### src/rtl/tmr_pkg.sv
`timescale 1ns/1ps
package tmr_pkg;

  typedef enum logic [1:0] {
    MODE_FREE    = 2'd0,
    MODE_CLR_A   = 2'd1,
    MODE_CLR_CAP = 2'd2,
    MODE_SPARE   = 2'd3
  } tmr_mode_e;

  localparam int FLAG_N   = 4;
  localparam int F_OVF    = 0;
  localparam int F_CMPB   = 1;
  localparam int F_CMPA   = 2;
  localparam int F_CAP    = 3;
  localparam int STAT_W   = 8;
  localparam int STAT_LSB = 2;
  localparam int ADDR_W   = 3;

  localparam logic [ADDR_W-1:0] ADDR_CMPA = 3'd0;
  localparam logic [ADDR_W-1:0] ADDR_CAP  = 3'd2;
  localparam logic [ADDR_W-1:0] ADDR_CLR  = 3'd3;
  localparam logic [ADDR_W-1:0] ADDR_EN   = 3'd4;
  localparam logic [ADDR_W-1:0] ADDR_MODE = 3'd5;

  // Sticky flag update: clears apply first, sets override them.
  function automatic logic [FLAG_N-1:0] flag_update(
    input logic [FLAG_N-1:0] cur,
    input logic [FLAG_N-1:0] set,
    input logic [FLAG_N-1:0] clr
  );
    return (cur & ~clr) | set;
  endfunction

  function automatic logic [STAT_W-1:0] status_pack(input logic [FLAG_N-1:0] f);
    logic [STAT_W-1:0] s;
    s = '0;
    s[STAT_LSB +: FLAG_N] = f;
    return s;
  endfunction

endpackage

### src/rtl/tmr_regs.sv
`timescale 1ns/1ps
module tmr_regs
  import tmr_pkg::*;
#(
  parameter int CNT_W = 16
) (
  input  logic                 clk,
  input  logic                 rst_n,
  input  logic                 wr_en,
  input  logic [ADDR_W-1:0]    wr_addr,
  input  logic [CNT_W-1:0]     wr_data,
  input  logic                 cap_load,
  input  logic [CNT_W-1:0]     cap_value,
  output logic [CNT_W-1:0]     cmp_a,
  output logic [CNT_W-1:0]     cmp_b,
  output logic [CNT_W-1:0]     cap_q,
  output logic [FLAG_N-1:0]    en_q,
  output tmr_mode_e            mode_q,
  output logic [FLAG_N-1:0]    w1c_mask
);

  localparam int CMP_N = 2;

  logic [CNT_W-1:0] cmp_q [CMP_N];

  // Compare registers sit at consecutive addresses from ADDR_CMPA.
  for (genvar g = 0; g < CMP_N; g++) begin : g_cmp
    localparam logic [ADDR_W-1:0] MY_ADDR = ADDR_CMPA + ADDR_W'(g);
    always_ff @(posedge clk or negedge rst_n) begin
      if (!rst_n)                          cmp_q[g] <= '0;
      else if (wr_en && wr_addr == MY_ADDR) cmp_q[g] <= wr_data;
    end
  end

  assign cmp_a = cmp_q[0];
  assign cmp_b = cmp_q[1];

  // Capture copy has priority over a software load in the same cycle.
  always_ff @(posedge clk or negedge rst_n) begin
    if (!rst_n)                              cap_q <= '0;
    else if (cap_load)                       cap_q <= cap_value;
    else if (wr_en && wr_addr == ADDR_CAP)   cap_q <= wr_data;
  end

  always_ff @(posedge clk or negedge rst_n) begin
    if (!rst_n)                             en_q <= '0;
    else if (wr_en && wr_addr == ADDR_EN)   en_q <= wr_data[STAT_LSB +: FLAG_N];
  end

  always_ff @(posedge clk or negedge rst_n) begin
    if (!rst_n)                             mode_q <= MODE_FREE;
    else if (wr_en && wr_addr == ADDR_MODE) mode_q <= tmr_mode_e'(wr_data[1:0]);
  end

  assign w1c_mask = (wr_en && wr_addr == ADDR_CLR) ? wr_data[STAT_LSB +: FLAG_N] : '0;

  // a capture load lands in the register on the next cycle
  a_r6_cap_copy: assert property (@(posedge clk) disable iff (!rst_n)
    cap_load |=> cap_q == $past(cap_value));

  // a clear write never alters the enable bits
  a_r9_clr_keeps_en: assert property (@(posedge clk) disable iff (!rst_n)
    (wr_en && wr_addr == ADDR_CLR) |=> $stable(en_q));

endmodule

### src/rtl/tmr_counter.sv
`timescale 1ns/1ps
module tmr_counter
  import tmr_pkg::*;
#(
  parameter int CNT_W = 16
) (
  input  logic                 clk,
  input  logic                 rst_n,
  input  tmr_mode_e            mode_i,
  input  logic [CNT_W-1:0]     cmp_a_i,
  input  logic [CNT_W-1:0]     cmp_b_i,
  input  logic [CNT_W-1:0]     cap_i,
  input  logic                 cap_evt_i,
  output logic [CNT_W-1:0]     cnt_o,
  output logic [FLAG_N-1:0]    set_o,
  output logic                 cap_load_o
);

  localparam logic [CNT_W-1:0] CNT_MAX = '1;

  function automatic logic [CNT_W-1:0] top_of(
    input tmr_mode_e m,
    input logic [CNT_W-1:0] a,
    input logic [CNT_W-1:0] c
  );
    case (m)
      MODE_CLR_A:   return a;
      MODE_CLR_CAP: return c;
      default:      return CNT_MAX;
    endcase
  endfunction

  // Returns to zero at TOP; a count above TOP runs on to the natural wrap.
  function automatic logic [CNT_W-1:0] count_next(
    input logic [CNT_W-1:0] cur,
    input logic [CNT_W-1:0] top
  );
    return (cur == top) ? '0 : cur + 1'b1;
  endfunction

  logic [CNT_W-1:0] cnt_q;
  logic [CNT_W-1:0] top_w;
  logic             hit_max;
  logic             hit_a;
  logic             hit_b;
  logic             hit_cap;
  logic             cap_is_top;

  assign top_w      = top_of(mode_i, cmp_a_i, cap_i);
  assign hit_max    = (cnt_q == CNT_MAX);
  assign hit_a      = (cnt_q == cmp_a_i);
  assign hit_b      = (cnt_q == cmp_b_i);
  assign hit_cap    = (cnt_q == cap_i);
  assign cap_is_top = (mode_i == MODE_CLR_CAP);

  always_ff @(posedge clk or negedge rst_n) begin
    if (!rst_n) cnt_q <= '0;
    else        cnt_q <= count_next(cnt_q, top_w);
  end

  assign set_o[F_OVF]  = hit_max;
  assign set_o[F_CMPB] = hit_b;
  assign set_o[F_CMPA] = hit_a;
  assign set_o[F_CAP]  = cap_is_top ? hit_cap : cap_evt_i;
  assign cap_load_o    = cap_evt_i && !cap_is_top;
  assign cnt_o         = cnt_q;

  // all-ones always rolls over to zero
  a_r2_wrap: assert property (@(posedge clk) disable iff (!rst_n)
    (cnt_q == CNT_MAX) |=> (cnt_q == '0));

  // clear-on-compare-A returns to zero after reaching compare A
  a_r2_clr_a: assert property (@(posedge clk) disable iff (!rst_n)
    (mode_i == MODE_CLR_A && cnt_q == cmp_a_i) |=> (cnt_q == '0));

  // capture-as-TOP returns to zero after reaching the capture value
  a_r2_clr_cap: assert property (@(posedge clk) disable iff (!rst_n)
    (mode_i == MODE_CLR_CAP && cnt_q == cap_i) |=> (cnt_q == '0));

  // away from every return point the count steps by one
  a_r2_step: assert property (@(posedge clk) disable iff (!rst_n)
    (cnt_q != CNT_MAX && !(mode_i == MODE_CLR_A && cnt_q == cmp_a_i)
     && !(mode_i == MODE_CLR_CAP && cnt_q == cap_i))
    |=> (cnt_q == CNT_W'($past(cnt_q) + 1'b1)));

endmodule

### src/rtl/tmr_flags.sv
`timescale 1ns/1ps
module tmr_flags
  import tmr_pkg::*;
(
  input  logic              clk,
  input  logic              rst_n,
  input  logic [FLAG_N-1:0] set_i,
  input  logic [FLAG_N-1:0] ack_i,
  input  logic [FLAG_N-1:0] w1c_i,
  input  logic [FLAG_N-1:0] en_i,
  output logic [FLAG_N-1:0] flags_o,
  output logic [FLAG_N-1:0] irq_o
);

  logic [FLAG_N-1:0] clr_w;
  logic [FLAG_N-1:0] nxt_w;

  assign clr_w = ack_i | w1c_i;
  assign nxt_w = flag_update(flags_o, set_i, clr_w);

  for (genvar i = 0; i < FLAG_N; i++) begin : g_flag
    always_ff @(posedge clk or negedge rst_n) begin
      if (!rst_n) flags_o[i] <= 1'b0;
      else        flags_o[i] <= nxt_w[i];
    end

    // a set event wins over any clear in the same cycle
    a_r10_set_wins: assert property (@(posedge clk) disable iff (!rst_n)
      set_i[i] |=> flags_o[i]);

    // an acknowledge with no set event clears the flag
    a_r8_ack_clears: assert property (@(posedge clk) disable iff (!rst_n)
      (ack_i[i] && !set_i[i]) |=> !flags_o[i]);

    // a write-one with no set event clears the flag
    a_r9_w1c_clears: assert property (@(posedge clk) disable iff (!rst_n)
      (w1c_i[i] && !set_i[i]) |=> !flags_o[i]);

    // without set or clear a flag holds
    a_r8_hold: assert property (@(posedge clk) disable iff (!rst_n)
      (!set_i[i] && !ack_i[i] && !w1c_i[i]) |=> $stable(flags_o[i]));
  end

  assign irq_o = flags_o & en_i;

endmodule

### src/rtl/tmr_flag_unit.sv
`timescale 1ns/1ps
module tmr_flag_unit
  import tmr_pkg::*;
#(
  parameter int CNT_W = 16
) (
  input  logic                 clk,
  input  logic                 rst_n,
  input  logic                 wr_en,
  input  logic [ADDR_W-1:0]    wr_addr,
  input  logic [CNT_W-1:0]     wr_data,
  input  logic                 cap_evt,
  input  logic                 foc_a,
  input  logic                 foc_b,
  input  logic [FLAG_N-1:0]    irq_ack,
  output logic [CNT_W-1:0]     cnt_o,
  output logic [CNT_W-1:0]     cap_o,
  output logic [FLAG_N-1:0]    flags_o,
  output logic [STAT_W-1:0]    status_o,
  output logic [FLAG_N-1:0]    irq_o
);

  logic [CNT_W-1:0]  cmp_a_w;
  logic [CNT_W-1:0]  cmp_b_w;
  logic [CNT_W-1:0]  cap_w;
  logic [FLAG_N-1:0] en_w;
  logic [FLAG_N-1:0] w1c_w;
  logic [FLAG_N-1:0] set_w;
  logic              cap_load_w;
  tmr_mode_e         mode_w;

  tmr_regs #(.CNT_W(CNT_W)) u_regs (
    .clk       (clk),
    .rst_n     (rst_n),
    .wr_en     (wr_en),
    .wr_addr   (wr_addr),
    .wr_data   (wr_data),
    .cap_load  (cap_load_w),
    .cap_value (cnt_o),
    .cmp_a     (cmp_a_w),
    .cmp_b     (cmp_b_w),
    .cap_q     (cap_w),
    .en_q      (en_w),
    .mode_q    (mode_w),
    .w1c_mask  (w1c_w)
  );

  tmr_counter #(.CNT_W(CNT_W)) u_cnt (
    .clk        (clk),
    .rst_n      (rst_n),
    .mode_i     (mode_w),
    .cmp_a_i    (cmp_a_w),
    .cmp_b_i    (cmp_b_w),
    .cap_i      (cap_w),
    .cap_evt_i  (cap_evt),
    .cnt_o      (cnt_o),
    .set_o      (set_w),
    .cap_load_o (cap_load_w)
  );

  tmr_flags u_flags (
    .clk     (clk),
    .rst_n   (rst_n),
    .set_i   (set_w),
    .ack_i   (irq_ack),
    .w1c_i   (w1c_w),
    .en_i    (en_w),
    .flags_o (flags_o),
    .irq_o   (irq_o)
  );

  assign cap_o    = cap_w;
  assign status_o = status_pack(flags_o);

  // compare A flag rises the cycle after the count matches
  a_r3_cmpa_late: assert property (@(posedge clk) disable iff (!rst_n)
    (cnt_o == cmp_a_w) |=> flags_o[F_CMPA]);

  // compare B flag rises the cycle after the count matches
  a_r3_cmpb_late: assert property (@(posedge clk) disable iff (!rst_n)
    (cnt_o == cmp_b_w) |=> flags_o[F_CMPB]);

  // a forced strobe alone leaves a clear compare A flag clear
  a_r4_force_a: assert property (@(posedge clk) disable iff (!rst_n)
    (foc_a && cnt_o != cmp_a_w && !flags_o[F_CMPA]) |=> !flags_o[F_CMPA]);

  // a forced strobe alone leaves a clear compare B flag clear
  a_r4_force_b: assert property (@(posedge clk) disable iff (!rst_n)
    (foc_b && cnt_o != cmp_b_w && !flags_o[F_CMPB]) |=> !flags_o[F_CMPB]);

  // overflow flag follows a wrap from all-ones
  a_r5_ovf: assert property (@(posedge clk) disable iff (!rst_n)
    (cnt_o == '1) |=> flags_o[F_OVF]);

  // a capture outside TOP mode copies the count and flags it
  a_r6_capture: assert property (@(posedge clk) disable iff (!rst_n)
    (cap_evt && mode_w != MODE_CLR_CAP) |=> (flags_o[F_CAP] && cap_o == $past(cnt_o)));

  // in TOP mode a capture event leaves the register alone
  a_r7_cap_ignored: assert property (@(posedge clk) disable iff (!rst_n)
    (cap_evt && mode_w == MODE_CLR_CAP && !(wr_en && wr_addr == ADDR_CAP)) |=> $stable(cap_o));

  // in TOP mode the capture flag follows the count reaching TOP
  a_r7_top_flag: assert property (@(posedge clk) disable iff (!rst_n)
    (mode_w == MODE_CLR_CAP && cnt_o == cap_w) |=> flags_o[F_CAP]);

endmodule

### config.mk
export PLATFORM = sky130hd
export DESIGN_NAME = tmr_flag_unit
export DESIGN_NICKNAME = d
export VERILOG_FILES = /design/src/rtl/tmr_pkg.sv /design/src/rtl/tmr_regs.sv /design/src/rtl/tmr_counter.sv /design/src/rtl/tmr_flags.sv /design/src/rtl/tmr_flag_unit.sv
export SDC_FILE = /design/constraint.sdc
export NUM_CORES = 1
export LEC_CHECK = 0
export BUFFER_PORTS_ARGS = -buffer_cell sky130_fd_sc_hd__clkbuf_2
export CAP_MARGIN = 20
export CORE_MARGIN = 4
export CORE_UTILIZATION = 40
export CTS_BUF_LIST = sky130_fd_sc_hd__clkbuf_4 sky130_fd_sc_hd__clkbuf_8
export DETAILED_ROUTE_END_ITERATION = 7
export GPL_TIMING_DRIVEN = 0
export MAX_ROUTING_LAYER = met4
export PLACE_DENSITY = 0.7
export SETUP_SLACK_MARGIN = 0.15
export SYNTH_ARGS = -nofsm -noshare
export SYNTH_HDL_FRONTEND = slang
export SYNTH_SLANG_ARGS = --single-unit
### constraint.sdc
create_clock -name clk -period 3 [get_ports clk]
set_clock_uncertainty 0.05 [all_clocks]
set_input_delay 0.3 -clock clk [delete_from_list [all_inputs] [get_ports clk]]
set_output_delay 0.3 -clock clk [all_outputs]
set_load 0.05 [all_outputs]
==> results of run 1 <==
[cell usage after synthesis, drive strengths merged (4+ instances only)]
cell type / instances / area, µm²
nand3b: 5 / 37.5
clkbuf: 19 / 71.3
xnor2: 24 / 210
mux2: 38 / 428
nor4: 10 / 77.6
xor2: 54 / 473
nor2: 21 / 78.8
dfrtp: 74 / 1850
nand3: 9 / 45.0
nand4: 10 / 62.6
mux2i: 15 / 150
nand2: 30 / 113
and2: 4 / 25.0
buf: 19 / 129
a221oi: 16 / 153
o21ai: 16 / 80.1
[metrics by stage]
stage | instance area (µm²) | std cells | util
after CTS | 4930 | 610 | 0.497
after detailed placement | 4700 | 593 | 0.474
after global placement | 4670 | 592 | 0.471
after global routing | 4930 | 610 | 0.497
after floorplan | 4160 | 389 | -
[cell families after synthesis]
kind of cell,count (synthesis)
adders and majority gates,3
xor gates and xnor gates,78
muxes,53
and+or+nand+nor,102
buffers and inverters,41
other,1
DFF,74
AOI/OAI and AO/OA,34
[metal layers]
metal,track usage
met1,0.240
met2,0.300
met3,0.0294
met4,0.0668
met5,-
[timing repair]
| item | CTS | global route |
|---|---|---|
| hold buffers | 1 | 0 |
| hold endpoints to repair | 17 | 0 |
| setup endpoints to repair | 0 | 10 |
==> impl_summary.log, run 1 <==
INFO  metric cell_area_synth = 4140 µm²
INFO  metric grt_total_ovfl = 0
INFO  metric outcome = aborted with a tool error
INFO  metric cts_inserted_buffers = 9
INFO  metric floorplan.die.height = 110 µm
INFO  metric avgSynthCellArea = 10.7 µm²
INFO  metric design.portCount = 77
INFO  metric dpl_worst_slack = 326 ps
INFO  metric initial_utilization = 0.418
INFO  metric dieWidth = 110 µm
INFO  metric grt_max_degree = 58
INFO  metric dp_hpwl = 7.94 mm
INFO  metric cts_resized = 0
INFO  metric yosys_warnings = 0
INFO  metric async_reset_ff_frac = 1.00
INFO  metric first_pass_grt_wire_length = 16.5 mm
INFO  metric post_synthesis_instance_total = 386
INFO  metric global_route.usage.total = 0.187
INFO  metric clock-root-buffer = clkbuf_8
INFO  metric globalroute.repair_timing.worst_endpoint = u_cnt.cnt_o[0]$_DFF_PN0_/D
INFO  metric worst-endpoint-pin-kind = register data pin
INFO  metric cts_num_sinks = 74
INFO  metric setup_repair_bufs_after_cts = 0
INFO  metric clock_h_tree_levels = 3
INFO  metric buffer_ports.inserted = 70
INFO  metric synthSimpleGateAreaFrac = 0.129
INFO  metric synth-edff-count = 0
INFO  metric synth_seq_cells = 74
INFO  metric gp_congestion = 0.916
INFO  metric post_synth_num_cell_types = 33
INFO  metric flow.first_error = Error: _272_ 4 pin not visited #guides = 63
INFO  metric grt_pass1_vias = 3188
INFO  metric muxShareOfSynthArea = 0.139
INFO  metric adder_and_majority_cell_fraction_of_the_synthesized_area = 0.00906
INFO  metric largest_family_of_logic_cells_by_synthesized_area = XOR/XNOR gates
INFO  metric ys_seq_area_frac = 0.447
INFO  metric synth_compound_area_frac = 0.0592
INFO  metric synth_xor_area_frac = 0.165
INFO  metric initial_antenna_violation_count = 0
INFO  metric std_cell_rows = 36
INFO  metric cts-root-to-sink-buffers = 2
INFO  metric flow.stopped_at = 5_2_route
INFO  metric synth-main-ff-cell = dfrtp_1
==> inputs of run 2 (changes only) <==
--- a/config.mk
+++ b/config.mk
@@ -8,13 +8,10 @@
 export BUFFER_PORTS_ARGS = -buffer_cell sky130_fd_sc_hd__clkbuf_2
 export CAP_MARGIN = 20
 export CORE_MARGIN = 4
-export CORE_UTILIZATION = 40
-export CTS_BUF_LIST = sky130_fd_sc_hd__clkbuf_4 sky130_fd_sc_hd__clkbuf_8
+export CORE_UTILIZATION = 25
 export DETAILED_ROUTE_END_ITERATION = 7
 export GPL_TIMING_DRIVEN = 0
-export MAX_ROUTING_LAYER = met4
-export PLACE_DENSITY = 0.7
-export SETUP_SLACK_MARGIN = 0.15
+export PLACE_DENSITY_LB_ADDON = 0.15
 export SYNTH_ARGS = -nofsm -noshare
 export SYNTH_HDL_FRONTEND = slang
 export SYNTH_SLANG_ARGS = --single-unit
==> impl_summary.log, run 2 <==
INFO  metric drive_above_1_share = 0.300
INFO  metric post_synth_num_cell_types = 33 (unchanged)
INFO  metric avgSynthCellArea = 10.7 µm² (unchanged)
INFO  metric relative_slew_slack = 0.466
INFO  metric utilization = 0.320
INFO  metric cts-root-to-sink-buffers = 2 (unchanged)
INFO  metric synth_top_cell_area_share = 0.447 (unchanged)
INFO  metric instances_no_fill = 693
INFO  metric clock-root-buffer = clkbuf_16 (was clkbuf_8)
INFO  metric post_synthesis_instance_total = 386 (unchanged)
INFO  metric synth-edff-count = 0 (unchanged)
INFO  metric vdd_drop_max = 0.277 mV
INFO  metric path_class = reg -> reg
INFO  metric number_of_drc_markers_after_the_initial_detailed_route_iteration = 85
INFO  metric initial_antenna_violation_count = 0 (unchanged)
INFO  metric area_of_the_core = 16100 µm²
INFO  metric finish.net_count = 504
INFO  metric floorplan.die.height = 137 µm (was 110 µm)
INFO  metric first_pass_grt_wire_length = 19.1 mm (was 16.5 mm)
INFO  metric cts.clk_slew.worst_paths = 60 ps
INFO  metric pwr_density_cell = 718 nW/µm²
INFO  metric worstHoldStart = irq_ack[0]
INFO  metric global_route.usage.total = 0.139 (was 0.187)
INFO  metric crit_start = u_regs.mode_q[0]$_DFFE_PN0P_
INFO  metric worstSkewPairLatency = 340 ps
INFO  metric yosys_warnings = 0 (unchanged)
INFO  metric grt_pass1_vias = 3249 (was 3188)
INFO  metric crit_required = 3170 ps
INFO  metric gp_congestion = 0.863 (was 0.916)
INFO  metric antenna_diodes = 0
INFO  metric finalMaxSlewViolations = 0
INFO  metric synth_seq_cells = 74 (unchanged)
INFO  metric syn_to_final_growth = 24.1%
INFO  metric ant_nets = 0
INFO  metric design.portCount = 77 (unchanged)
INFO  metric ys_seq_area_frac = 0.447 (unchanged)
INFO  metric drt_wl_total = 12.2 mm
INFO  metric detail_route.drc_violations = 0
INFO  metric cap_violations = 0
INFO  metric rsz0062_at_grt = false
INFO  metric synth.cells.most_frequent = dfrtp_1, xor2_1, mux2_2 (unchanged)
INFO  metric clock_h_tree_levels = 3 (unchanged)
INFO  metric place.detailed.instances = 676 (was 593)
INFO  metric critPathCaptureType = register
INFO  metric cts_num_sinks = 74 (unchanged)
INFO  metric grt_total_ovfl = 0 (unchanged)
INFO  metric cell_area_synth = 4140 µm² (unchanged)
INFO  metric synth_area_leaders = dfrtp_1, xor2_1, mux2_2 (unchanged)
INFO  metric grt_max_degree = 39 (was 58)
INFO  metric post-synth-top-area-cell = dfrtp_1 (unchanged)
INFO  metric full_die_area = 18700 µm²
INFO  metric buffer_ports.inserted = 70 (unchanged)
INFO  metric outcome = finished clean (was aborted with a tool error)
INFO  metric final.period_utilization = 0.900
INFO  metric arrival = 2870 ps
INFO  metric dieWidth = 137 µm (was 110 µm)
INFO  metric async_reset_ff_frac = 1.00 (unchanged)
INFO  metric initial_utilization = 0.258 (was 0.418)
INFO  metric cts_inserted_buffers = 9 (unchanged)
INFO  metric timing.final.setup_violations = 0
INFO  metric synth-main-ff-cell = dfrtp_1 (unchanged)
INFO  metric worst_setup_path_start_kind = register
INFO  metric setup-tns-final = 0 ps
INFO  metric synth_most_common_cell = dfrtp_1 (unchanged)
INFO  metric routed-via-count = 3114
INFO  metric most_frequent_standard_cell_in_the_layout_excluding_fill_and_tap_cells = dfrtp_1
INFO  metric fmax = 370 MHz
INFO  metric worst_r2r_startpoint = u_regs.mode_q[0]$_DFFE_PN0P_
INFO  metric worst_margin_slew = 801 ps
INFO  metric final_cell_mix = dfrtp_1, clkbuf_2, xor2_1
INFO  metric holdCritPathClass = in -> reg
INFO  metric finalHoldViolations = 0
INFO  metric via_per_inst = 4.49
INFO  metric critical_path_peak_fanout = 10
INFO  metric tritoncts_clock_tree = done
INFO  metric detailedRoute.firstPassIterationCount = 4
INFO  metric std_cell_rows = 46 (was 36)
INFO  metric period_minus_slack = 2700 ps
INFO  metric dp_hpwl = 9.40 mm (was 7.94 mm)
INFO  metric total_leakage_power = 2.40 nW
INFO  metric routed_wire_length_per_instance = 17.7 µm
run 2: cell counts after synthesis:
Identical to the previous run, type by type.
run 2: area by class of cell:
type                            count  area [µm²]
Inverter                            3        11.3
Clock inverter                      6         105
Buffer                             38         200
Tap cell                          216         270
Fill cell                        1693       10900
Sequential cell                    74        1850
Timing Repair Buffer               72         383
Clock buffer                       10         229
Multi-Input combinational cell    274        2090
run 2: critical path: stages (launching register included):
cell      delay (ps)
dfrtp_1          370
inv_1             50
ha_1             410
buf_2            250
a221oi_1         270
xor2_1           220
nand4_1          200
nor4_4           500
buf_6            210
nor2_1            60
run 2: worst paths after layout:
path	to	cells after the start	slack [ps]
setup / recovery	u_cnt.cnt_o[13]$_DFF_PN0_	9	300
hold / removal	u_flags.flags_o[0]$_DFF_PN0_	3	150
setup reg to reg	u_cnt.cnt_o[13]$_DFF_PN0_	9	300
hold reg to reg	u_regs.en_q[0]$_DFFE_PN0P_	1	450
max in group asynchronous	u_regs.cap_q[3]$_DFFE_PN0P_	3	1830
min in group asynchronous	u_regs.cap_q[9]$_DFFE_PN0P_	2	470
run 2: layer usage:
layer,share of wire,GRT usage
met1,0.47,0.184
met2,0.48,0.228
met3,0.035,0.0290
met4,0.014,0.0426
met5,0,0
run 2: stage by stage:
stage / worst slack [ps] / instance area, µm² / hold WS [ps] / power, mW
floorplan: 728 / 4160 / -45.6 / 2.15
global placement: 331 / 4780 / 437 / 2.47
detailed placement: 302 / 4800 / 315 / 2.49
CTS: 282 / 5140 / 139 / 3.75
global route: 133 / 5140 / 143 / 3.89
finish: 301 / 5140 / 153 / 3.69
run 2: cells by family after synthesis:
family,count (synthesis),share of synthesized area
and+or+nand+nor,102,0.129
other,1,0.000905
xor gates and xnor gates,78,0.165
DFF,74,0.447
buffers and inverters,41,0.0510
AOI/OAI and AO/OA,34,0.0592
muxes,53,0.139
adders and majority gates,3,0.00906
run 2: timing repair:
item,4_1_cts,5_1_grt
setup buffers,0,0
hold endpoints to repair,37,0
hold buffers,1,0
gates resized for setup,0,0
setup endpoints to repair,0,0
run 2: power by group:
part           leakage, nW  internal [mW]  total, mW  switching, mW
Sequential           0.920           1.17       1.35          0.182
Combinational         1.31          0.416       1.10          0.686
Clock                0.166          0.808       1.24          0.428
Note: power is estimated with default switching activity, not from simulation.
==> inputs of run 3 (changes only) <==
--- a/config.mk
+++ b/config.mk
@@ -12,6 +12,8 @@
 export DETAILED_ROUTE_END_ITERATION = 7
 export GPL_TIMING_DRIVEN = 0
 export PLACE_DENSITY_LB_ADDON = 0.15
+export REMOVE_ABC_BUFFERS = 1
+export SLEW_MARGIN = 25
 export SYNTH_ARGS = -nofsm -noshare
 export SYNTH_HDL_FRONTEND = slang
 export SYNTH_SLANG_ARGS = --single-unit
==> constraint.sdc (replaced) <==
create_clock -name clk -period 3 [get_ports clk]
set_clock_uncertainty 0.05 [all_clocks]
set_input_delay 0.45 -clock clk [delete_from_list [all_inputs] [get_ports clk]]
set_output_delay 0.45 -clock clk [all_outputs]
set_load 0.05 [all_outputs]
==> impl_summary.log, run 3 (same netlist as run 2, synthesis figures left out) <==
INFO  metric outcome = finished clean (unchanged)
INFO  metric cts_inserted_buffers = 9 (unchanged)
INFO  metric place.detailed.instances = 638 (was 676)
INFO  metric grt_total_ovfl = 0 (unchanged)
INFO  metric vdd_drop_max = 0.299 mV (was 0.277 mV)
INFO  metric reg2reg_to = u_cnt.cnt_o[4]$_DFF_PN0_ (was u_cnt.cnt_o[13]$_DFF_PN0_)
INFO  metric cts-root-to-sink-buffers = 2 (unchanged)
INFO  metric relative_slew_slack = 0.507 (was 0.466)
INFO  metric clock-root-buffer = clkbuf_16 (unchanged)
INFO  metric clock_h_tree_levels = 3 (unchanged)
INFO  metric critical_path_peak_fanout = 16 (was 10)
INFO  metric dieWidth = 137 µm (unchanged)
INFO  metric fmax = 403 MHz (was 370 MHz)
INFO  metric r2r.worst_path.cells = 8 (was 9)
INFO  metric worst-r2r-setup-slack = 520 ps (was 300 ps)
INFO  metric first_pass_grt_wire_length = 18.3 mm (was 19.1 mm)
INFO  metric via_per_inst = 4.51 (was 4.49)
INFO  metric full_die_area = 18700 µm² (unchanged)
INFO  metric area_of_the_core = 16100 µm² (unchanged)
INFO  metric drt_wl_total = 11.8 mm (was 12.2 mm)
INFO  metric design.portCount = 77 (unchanged)
INFO  metric holdCritPathClass = in -> async (was in -> reg)
INFO  metric final_cell_mix = dfrtp_1, clkbuf_2, xor2_1 (unchanged)
INFO  metric worst_r2r_startpoint = u_regs.mode_q[1]$_DFFE_PN0P_ (was u_regs.mode_q[0]$_DFFE_PN0P_)
INFO  metric global_route.usage.total = 0.132 (was 0.139)
INFO  metric path_cells = inv_1 -> ha_1 -> a221oi_1 -> xor2_1 -> nand4_1 -> nor4_4 -> buf_4 -> nor2_1 (was inv_1 -> ha_1 -> buf_2 -> a221oi_1 -> xor2_1 -> nand4_1 -> nor4_4 -> buf_6 -> nor2_1)
INFO  metric std_cell_rows = 46 (unchanged)
INFO  metric p_int = 2.25 mW (was 2.40 mW)
INFO  metric ant_nets = 0 (unchanged)
INFO  metric net-switching-power = 1.28 mW (was 1.30 mW)
INFO  metric critical-path-slowest-cell = ha_1 (was nor4_4)
INFO  metric critical_path.endpoint = u_cnt.cnt_o[4]$_DFF_PN0_ (was u_cnt.cnt_o[13]$_DFF_PN0_)
INFO  metric number_of_drc_markers_after_the_initial_detailed_route_iteration = 113 (was 85)
INFO  metric crit_path_buf_inv_count = 2 (was 3)
INFO  metric antenna_diodes = 0 (unchanged)
INFO  metric critical_path_depth = 8 (was 9)
INFO  metric path_class = reg -> reg (unchanged)
INFO  metric initial_utilization = 0.258 (unchanged)
INFO  metric rsz0062_at_grt = false (unchanged)
INFO  metric gp_congestion = 0.760 (was 0.863)
INFO  metric cts_num_sinks = 74 (unchanged)
INFO  metric critical_path.top_delay_family = adder cells (was simple AND/OR/NAND/NOR gates)
INFO  metric grt_max_degree = 75 (was 39)
INFO  metric syn_to_final_growth = 19.2% (was 24.1%)
INFO  metric power.share.combinational = 0.298 (was 0.299)
INFO  metric routed_wire_length_per_instance = 18.0 µm (was 17.7 µm)
INFO  metric finalMaxSlewViolations = 0 (unchanged)
INFO  metric arrival = 2660 ps (was 2870 ps)
INFO  metric switching_share = 0.362 (was 0.351)
INFO  metric finalHoldViolations = 0 (unchanged)
INFO  metric dp_hpwl = 8.38 mm (was 9.40 mm)
INFO  metric routed-via-count = 2959 (was 3114)
INFO  metric initial_antenna_violation_count = 0 (unchanged)
INFO  metric critPathCaptureType = register (unchanged)
INFO  metric finish.net_count = 467 (was 504)
INFO  metric power_frac_clock = 0.314 (was 0.335)
INFO  metric sequentialPowerShare = 0.388 (was 0.367)
INFO  metric timing.final.setup_violations = 0 (unchanged)
INFO  metric grt_pass1_vias = 3071 (was 3249)
INFO  metric period_minus_slack = 2480 ps (was 2700 ps)
INFO  metric final.period_utilization = 0.828 (was 0.900)
INFO  metric cts.clk_slew.worst_paths = 60 ps (about the same)
INFO  metric cap_violations = 0 (unchanged)
INFO  metric crit_start = u_regs.mode_q[1]$_DFFE_PN0P_ (was u_regs.mode_q[0]$_DFFE_PN0P_)
INFO  metric setup-tns-final = 0 ps (unchanged)
INFO  metric worst_setup_path_start_kind = register (unchanged)
INFO  metric pwr_density_cell = 714 nW/µm² (was 718 nW/µm²)
INFO  metric worstSkewPairLatency = 340 ps (about the same)
INFO  metric most_frequent_standard_cell_in_the_layout_excluding_fill_and_tap_cells = dfrtp_1 (unchanged)
INFO  metric total_leakage_power = 2.29 nW (was 2.40 nW)
INFO  metric detail_route.drc_violations = 0 (unchanged)
INFO  metric buffer_ports.inserted = 70 (unchanged)
INFO  metric worst_margin_slew = 740 ps (was 801 ps)
INFO  metric crit_required = 3170 ps (about the same)
INFO  metric detailedRoute.firstPassIterationCount = 4 (unchanged)
INFO  metric instances_no_fill = 656 (was 693)
INFO  metric floorplan.die.height = 137 µm (unchanged)
INFO  metric drive_above_1_share = 0.307 (was 0.300)
INFO  metric timing.critical_path.slowest_cell_delay = 620 ps (was 500 ps)
INFO  metric tritoncts_clock_tree = done (unchanged)
==> run 3: changes by cell type in the layout (fill, tap and decap cells not counted), moves of 2 or more <==
cell / change
buf_6: -3
clkbuf_1: -20
buf_4: -6
buf_1: -4
clkbuf_8: +3
buf_2: -4
bufinv_16: -2
==> run 3: power groups by stage <==
stage / registers, mW / logic, mW / clock network, mW
final: 1.37 / 1.05 / 1.11
after CTS: 1.38 / 1.07 / 1.13
after floorplan: 1.55 / 0.566 / 0
after detailed placement: 1.39 / 1.07 / 0
after global routing: 1.41 / 1.15 / 1.18
after global placement: 1.39 / 1.05 / 0
==> run 3: metal layers <==
metal / global-route usage / share of wire / vias to the layer above / wire length [µm]
li1: - / - / 1430 / -
met1: 0.185 / 0.48 / 1439 / 5630
met2: 0.206 / 0.45 / 80 / 5350
met3: 0.0320 / 0.055 / 10 / 644
met4: 0.0330 / 0.014 / 0 / 160
met5: 0 / 0 / - / 0
==> run 3: repair_timing <==
item                       4_1_cts  5_1_grt
setup endpoints to repair       32        2
hold buffers                     0        0
buffers inserted                 2        0
pin swaps                        1        0
gates resized for setup          1        1
==> run 3: cell type report <==
| cell class | count | area, µm² |
|---|---|---|
| well taps | 216 | 270 |
| inverters | 3 | 11.3 |
| clock inverters | 5 | 52.6 |
| multi-input cells | 274 | 2110 |
| flip-flops and latches | 74 | 1850 |
| clock buffers | 11 | 253 |
| fillers | 1676 | 11100 |
| repair buffers | 73 | 389 |
==> run 3: worst min path at each step <==
stage	start	depth (start not counted)	endpoint	slack [ps]
6_report	rst_n	1	u_regs.en_q[3]$_DFFE_PN0P_	90
5_1_grt	rst_n	1	u_regs.en_q[3]$_DFFE_PN0P_	140
4_1_cts	rst_n	1	u_regs.en_q[3]$_DFFE_PN0P_	110
3_5_place_dp	u_regs.en_q[2]$_DFFE_PN0P_	1	u_regs.en_q[2]$_DFFE_PN0P_	450
3_3_place_gp	u_regs.en_q[1]$_DFFE_PN0P_	1	u_regs.en_q[1]$_DFFE_PN0P_	430
2_1_floorplan	rst_n	0	u_cnt.cnt_o[0]$_DFF_PN0_	100
==> run 3: per-stage QoR <==
step | power, mW | area, µm² | hold slack, ps | setup WS (ps) | utilization
2_1_floorplan | 2.11 | 3960 | 104 | 406 | -
3_3_place_gp | 2.44 | 4580 | 433 | -919 | 0.285
3_5_place_dp | 2.46 | 4610 | 446 | -105 | 0.287
4_1_cts | 3.58 | 4930 | 113 | 147 | 0.307
5_1_grt | 3.73 | 4940 | 142 | 308 | 0.308
6_report | 3.53 | 4940 | 87.5 | 516 | 0.308
==> inputs of run 4 (changes only) <==
--- a/config.mk
+++ b/config.mk
@@ -5,6 +5,7 @@
 export SDC_FILE = /design/constraint.sdc
 export NUM_CORES = 1
 export LEC_CHECK = 0
+export ABC_AREA = 1
 export BUFFER_PORTS_ARGS = -buffer_cell sky130_fd_sc_hd__clkbuf_2
 export CAP_MARGIN = 20
 export CORE_MARGIN = 4
==> constraint.sdc (replaced) <==
create_clock -name clk -period 2.5 [get_ports clk]
set_clock_uncertainty 0.05 [all_clocks]
set_input_delay 0.375 -clock clk [delete_from_list [all_inputs] [get_ports clk]]
set_output_delay 0.375 -clock clk [all_outputs]
set_load 0.05 [all_outputs]
==> impl_summary.log, run 4 <==
INFO  metric yosys_warnings = 0 (unchanged)
INFO  metric worst_setup_path_start_kind = register (unchanged)
INFO  metric clock_h_tree_levels = 3 (unchanged)
INFO  metric rsz0062_at_grt = false (unchanged)
INFO  metric final_cell_mix = nand2_1, dfrtp_1, clkbuf_2 (was dfrtp_1, clkbuf_2, xor2_1)
INFO  metric design.portCount = 77 (unchanged)
INFO  metric period_minus_slack = 2230 ps (was 2480 ps)
INFO  metric initial_antenna_violation_count = 0 (unchanged)
INFO  metric vdd_drop_max = 0.326 mV (was 0.299 mV)
INFO  metric holdCritPathClass = in -> async (unchanged)
INFO  metric instances_no_fill = 867 (was 656)
INFO  metric grt_max_degree = 75 (unchanged)
INFO  metric async_reset_ff_frac = 1.00 (unchanged)
INFO  metric initial_utilization = 0.258 (about the same)
INFO  metric dieWidth = 142 µm (was 137 µm)
INFO  metric synth_area_leaders = dfrtp_1, nand2_1, o21ai_0 (was dfrtp_1, xor2_1, mux2_2)
INFO  metric synth.cells.most_frequent = nand2_1, dfrtp_1, inv_1 (was dfrtp_1, xor2_1, mux2_2)
INFO  metric ant_nets = 0 (unchanged)
INFO  metric crit_required = 2670 ps (was 3170 ps)
INFO  metric finish.net_count = 669 (was 467)
INFO  metric antenna_diodes = 0 (unchanged)
INFO  metric final.period_utilization = 0.893 (was 0.828)
INFO  metric floorplan.die.height = 142 µm (was 137 µm)
INFO  metric finalHoldViolations = 0 (unchanged)
INFO  metric via_per_inst = 4.64 (was 4.51)
INFO  metric r2r.worst_path.cells = 11 (was 8)
INFO  metric worst_margin_slew = 902 ps (was 740 ps)
INFO  metric hold_slack = 2.15 ps (was 87.5 ps)
INFO  metric place.detailed.instances = 848 (was 638)
INFO  metric synth-edff-count = 0 (unchanged)
INFO  metric syn_to_final_growth = 17.8% (was 19.2%)
INFO  metric routed_wire_length_per_instance = 16.6 µm (was 18.0 µm)
INFO  metric cts_hold_buffers = 0 (unchanged)
INFO  metric synth_top_cell_area_share = 0.411 (was 0.447)
INFO  metric detailedRoute.firstPassIterationCount = 5 (was 4)
INFO  metric worst-r2r-setup-slack = 270 ps (was 520 ps)
INFO  metric final_cell_area = 5310 µm² (was 4940 µm²)
INFO  metric multi_input_comb_area = 2200 µm² (was 2110 µm²)
INFO  metric drive_above_1_share = 0.190 (was 0.307)
INFO  metric nFillCells = 1921 (was 1676)
INFO  metric cts_inserted_buffers = 9 (unchanged)
INFO  metric post_synth_num_cell_types = 35 (was 33)
INFO  metric worstSkewPairLatency = 350 ps (was 340 ps)
INFO  metric critPathCaptureType = register (unchanged)
INFO  metric buffer_ports.inserted = 70 (unchanged)
INFO  metric global_route.usage.total = 0.149 (was 0.132)
INFO  metric avgSynthCellArea = 7.63 µm² (was 10.7 µm²)
INFO  metric cts.clk_slew.worst_paths = 60 ps (about the same)
INFO  metric synth-main-ff-cell = dfrtp_1 (unchanged)
INFO  metric total_leakage_power = 2.52 nW (was 2.29 nW)
INFO  metric total_power = 4.47 mW (was 3.53 mW)
INFO  metric detail_route.drc_violations = 0 (unchanged)
INFO  metric timing.final.setup_violations = 0 (unchanged)
INFO  metric tritoncts_clock_tree = done (unchanged)
INFO  metric number_of_drc_markers_after_the_initial_detailed_route_iteration = 306 (was 113)
INFO  metric routed-via-count = 4022 (was 2959)
INFO  metric path_class = reg -> reg (unchanged)
INFO  metric cts-root-to-sink-buffers = 2 (unchanged)
INFO  metric grt_total_ovfl = 0 (unchanged)
INFO  metric pwr_density_cell = 841 nW/µm² (was 714 nW/µm²)
INFO  metric cap_violations = 0 (unchanged)
INFO  metric finalMaxSlewViolations = 0 (unchanged)
INFO  metric fmax = 448 MHz (was 403 MHz)
INFO  metric post-synth-top-area-cell = dfrtp_1 (unchanged)
INFO  metric area_of_the_core = 17500 µm² (was 16100 µm²)
INFO  metric first_pass_grt_wire_length = 23.0 mm (was 18.3 mm)
INFO  metric cts_num_sinks = 74 (unchanged)
INFO  metric synth_seq_cells = 74 (unchanged)
INFO  metric drt_wl_total = 14.4 mm (was 11.8 mm)
INFO  metric std_cell_rows = 48 (was 46)
INFO  metric clock-root-buffer = clkbuf_16 (unchanged)
INFO  metric post_synthesis_instance_total = 591 (was 386)
INFO  metric gp_congestion = 0.799 (was 0.760)
INFO  metric cell_area_synth = 4510 µm² (was 4140 µm²)
INFO  metric critical_path_peak_fanout = 16 (unchanged)
INFO  metric full_die_area = 20300 µm² (was 18700 µm²)
INFO  metric dp_hpwl = 10.0 mm (was 8.38 mm)
INFO  metric most_frequent_standard_cell_in_the_layout_excluding_fill_and_tap_cells = nand2_1 (was dfrtp_1)
INFO  metric synth_most_common_cell = nand2_1 (was dfrtp_1)
INFO  metric outcome = finished clean (unchanged)
INFO  metric placedInstanceArea = 4900 µm² (was 4610 µm²)
INFO  metric seq_area = 1850 µm² (about the same)
INFO  metric worst_r2r_startpoint = u_regs.mode_q[1]$_DFFE_PN0P_ (unchanged)
INFO  metric ys_seq_area_frac = 0.411 (was 0.447)
INFO  metric relative_slew_slack = 0.396 (was 0.507)
INFO  metric reg2reg_to = u_cnt.cnt_o[15]$_DFF_PN0_ (was u_cnt.cnt_o[4]$_DFF_PN0_)
INFO  metric grt_pass1_vias = 4047 (was 3071)
INFO  metric arrival = 2400 ps (was 2660 ps)
## run 4: repair_timing
action	in CTS	in global routing
gates resized for setup	5	2
cloned	1	0
setup endpoints to repair	32	17
setup buffers	2	0
## run 4: how the worst max path moves through the flow
| stage | startpoint | to | cells after the start | slack, ps |
|---|---|---|---|---|
| finish | u_regs.mode_q[1]$_DFFE_PN0P_ | u_cnt.cnt_o[15]$_DFF_PN0_ | 11 | 270 |
| global route | u_regs.mode_q[1]$_DFFE_PN0P_ | u_cnt.cnt_o[3]$_DFF_PN0_ | 11 | 60 |
| CTS | u_regs.mode_q[0]$_DFFE_PN0P_ | u_regs.cap_q[5]$_DFFE_PN0P_ | 7 | 50 |
| detailed placement | u_regs.mode_q[0]$_DFFE_PN0P_ | u_regs.cap_q[0]$_DFFE_PN0P_ | 7 | -570 |
| global placement | u_regs.mode_q[0]$_DFFE_PN0P_ | u_regs.cap_q[4]$_DFFE_PN0P_ | 7 | -820 |
| floorplan | u_regs.mode_q[0]$_DFFE_PN0P_ | u_cnt.cnt_o[0]$_DFF_PN0_ | 12 | 340 |
## run 4: cell type report
class                      instances  area share
clock buffer                      11      0.0476
clock inverter                     5      0.0188
inverter                          59      0.0424
multi-input combinational        420       0.415
sequential                        74       0.349
tap                              225      0.0530
timing repair buffer              72      0.0728
timing repair inverter             1     0.00141
## run 4: worst max-delay path, stage by stage (launching register included)
cell and delay, ps:
dfrtp_1 420, inv_1 80, ha_2 460, nand2_1 140, nand3_1 90, nand2_1 50
nand2_1 60, nand2_1 70, nor2_1 150, nand2_2 100, nor2_8 330, nor2_1 80
## run 4: through the flow
stage                      util  setup TNS, ps  setup WS (ps)
after floorplan               -              0            337
after global placement    0.279         -14680           -817
after detailed placement  0.280         -11220           -572
after CTS                 0.303              0           50.2
after global routing      0.304              0           57.6
final                     0.304              0            268
## run 4: cell families after synthesis
kind of cell / after synthesis / synth area share
compound gates: 75 / 0.0935
xor+xnor: 43 / 0.0835
fa+ha+maj: 3 / 0.00832
buf+inv: 100 / 0.110
flops: 74 / 0.411
other cells: 1 / 0.000832
simple gates: 295 / 0.293
## run 4: where the power goes
part | leakage [nW] | switching (mW) | internal (mW) | total (mW)
Sequential | 0.931 | 0.200 | 1.38 | 1.58
Clock | 0.176 | 0.523 | 1.03 | 1.55
Combinational | 1.41 | 0.908 | 0.430 | 1.34
Total | 2.52 | 1.63 | 2.84 | 4.47
## run 4: routing by layer
metal	GRT usage	vias up	routed length [µm]
met2	0.238	88	6680
li1	-	1982	-
met4	0.0645	0	317
met1	0.197	1932	6830
met3	0.0289	20	578
met5	0	-	0
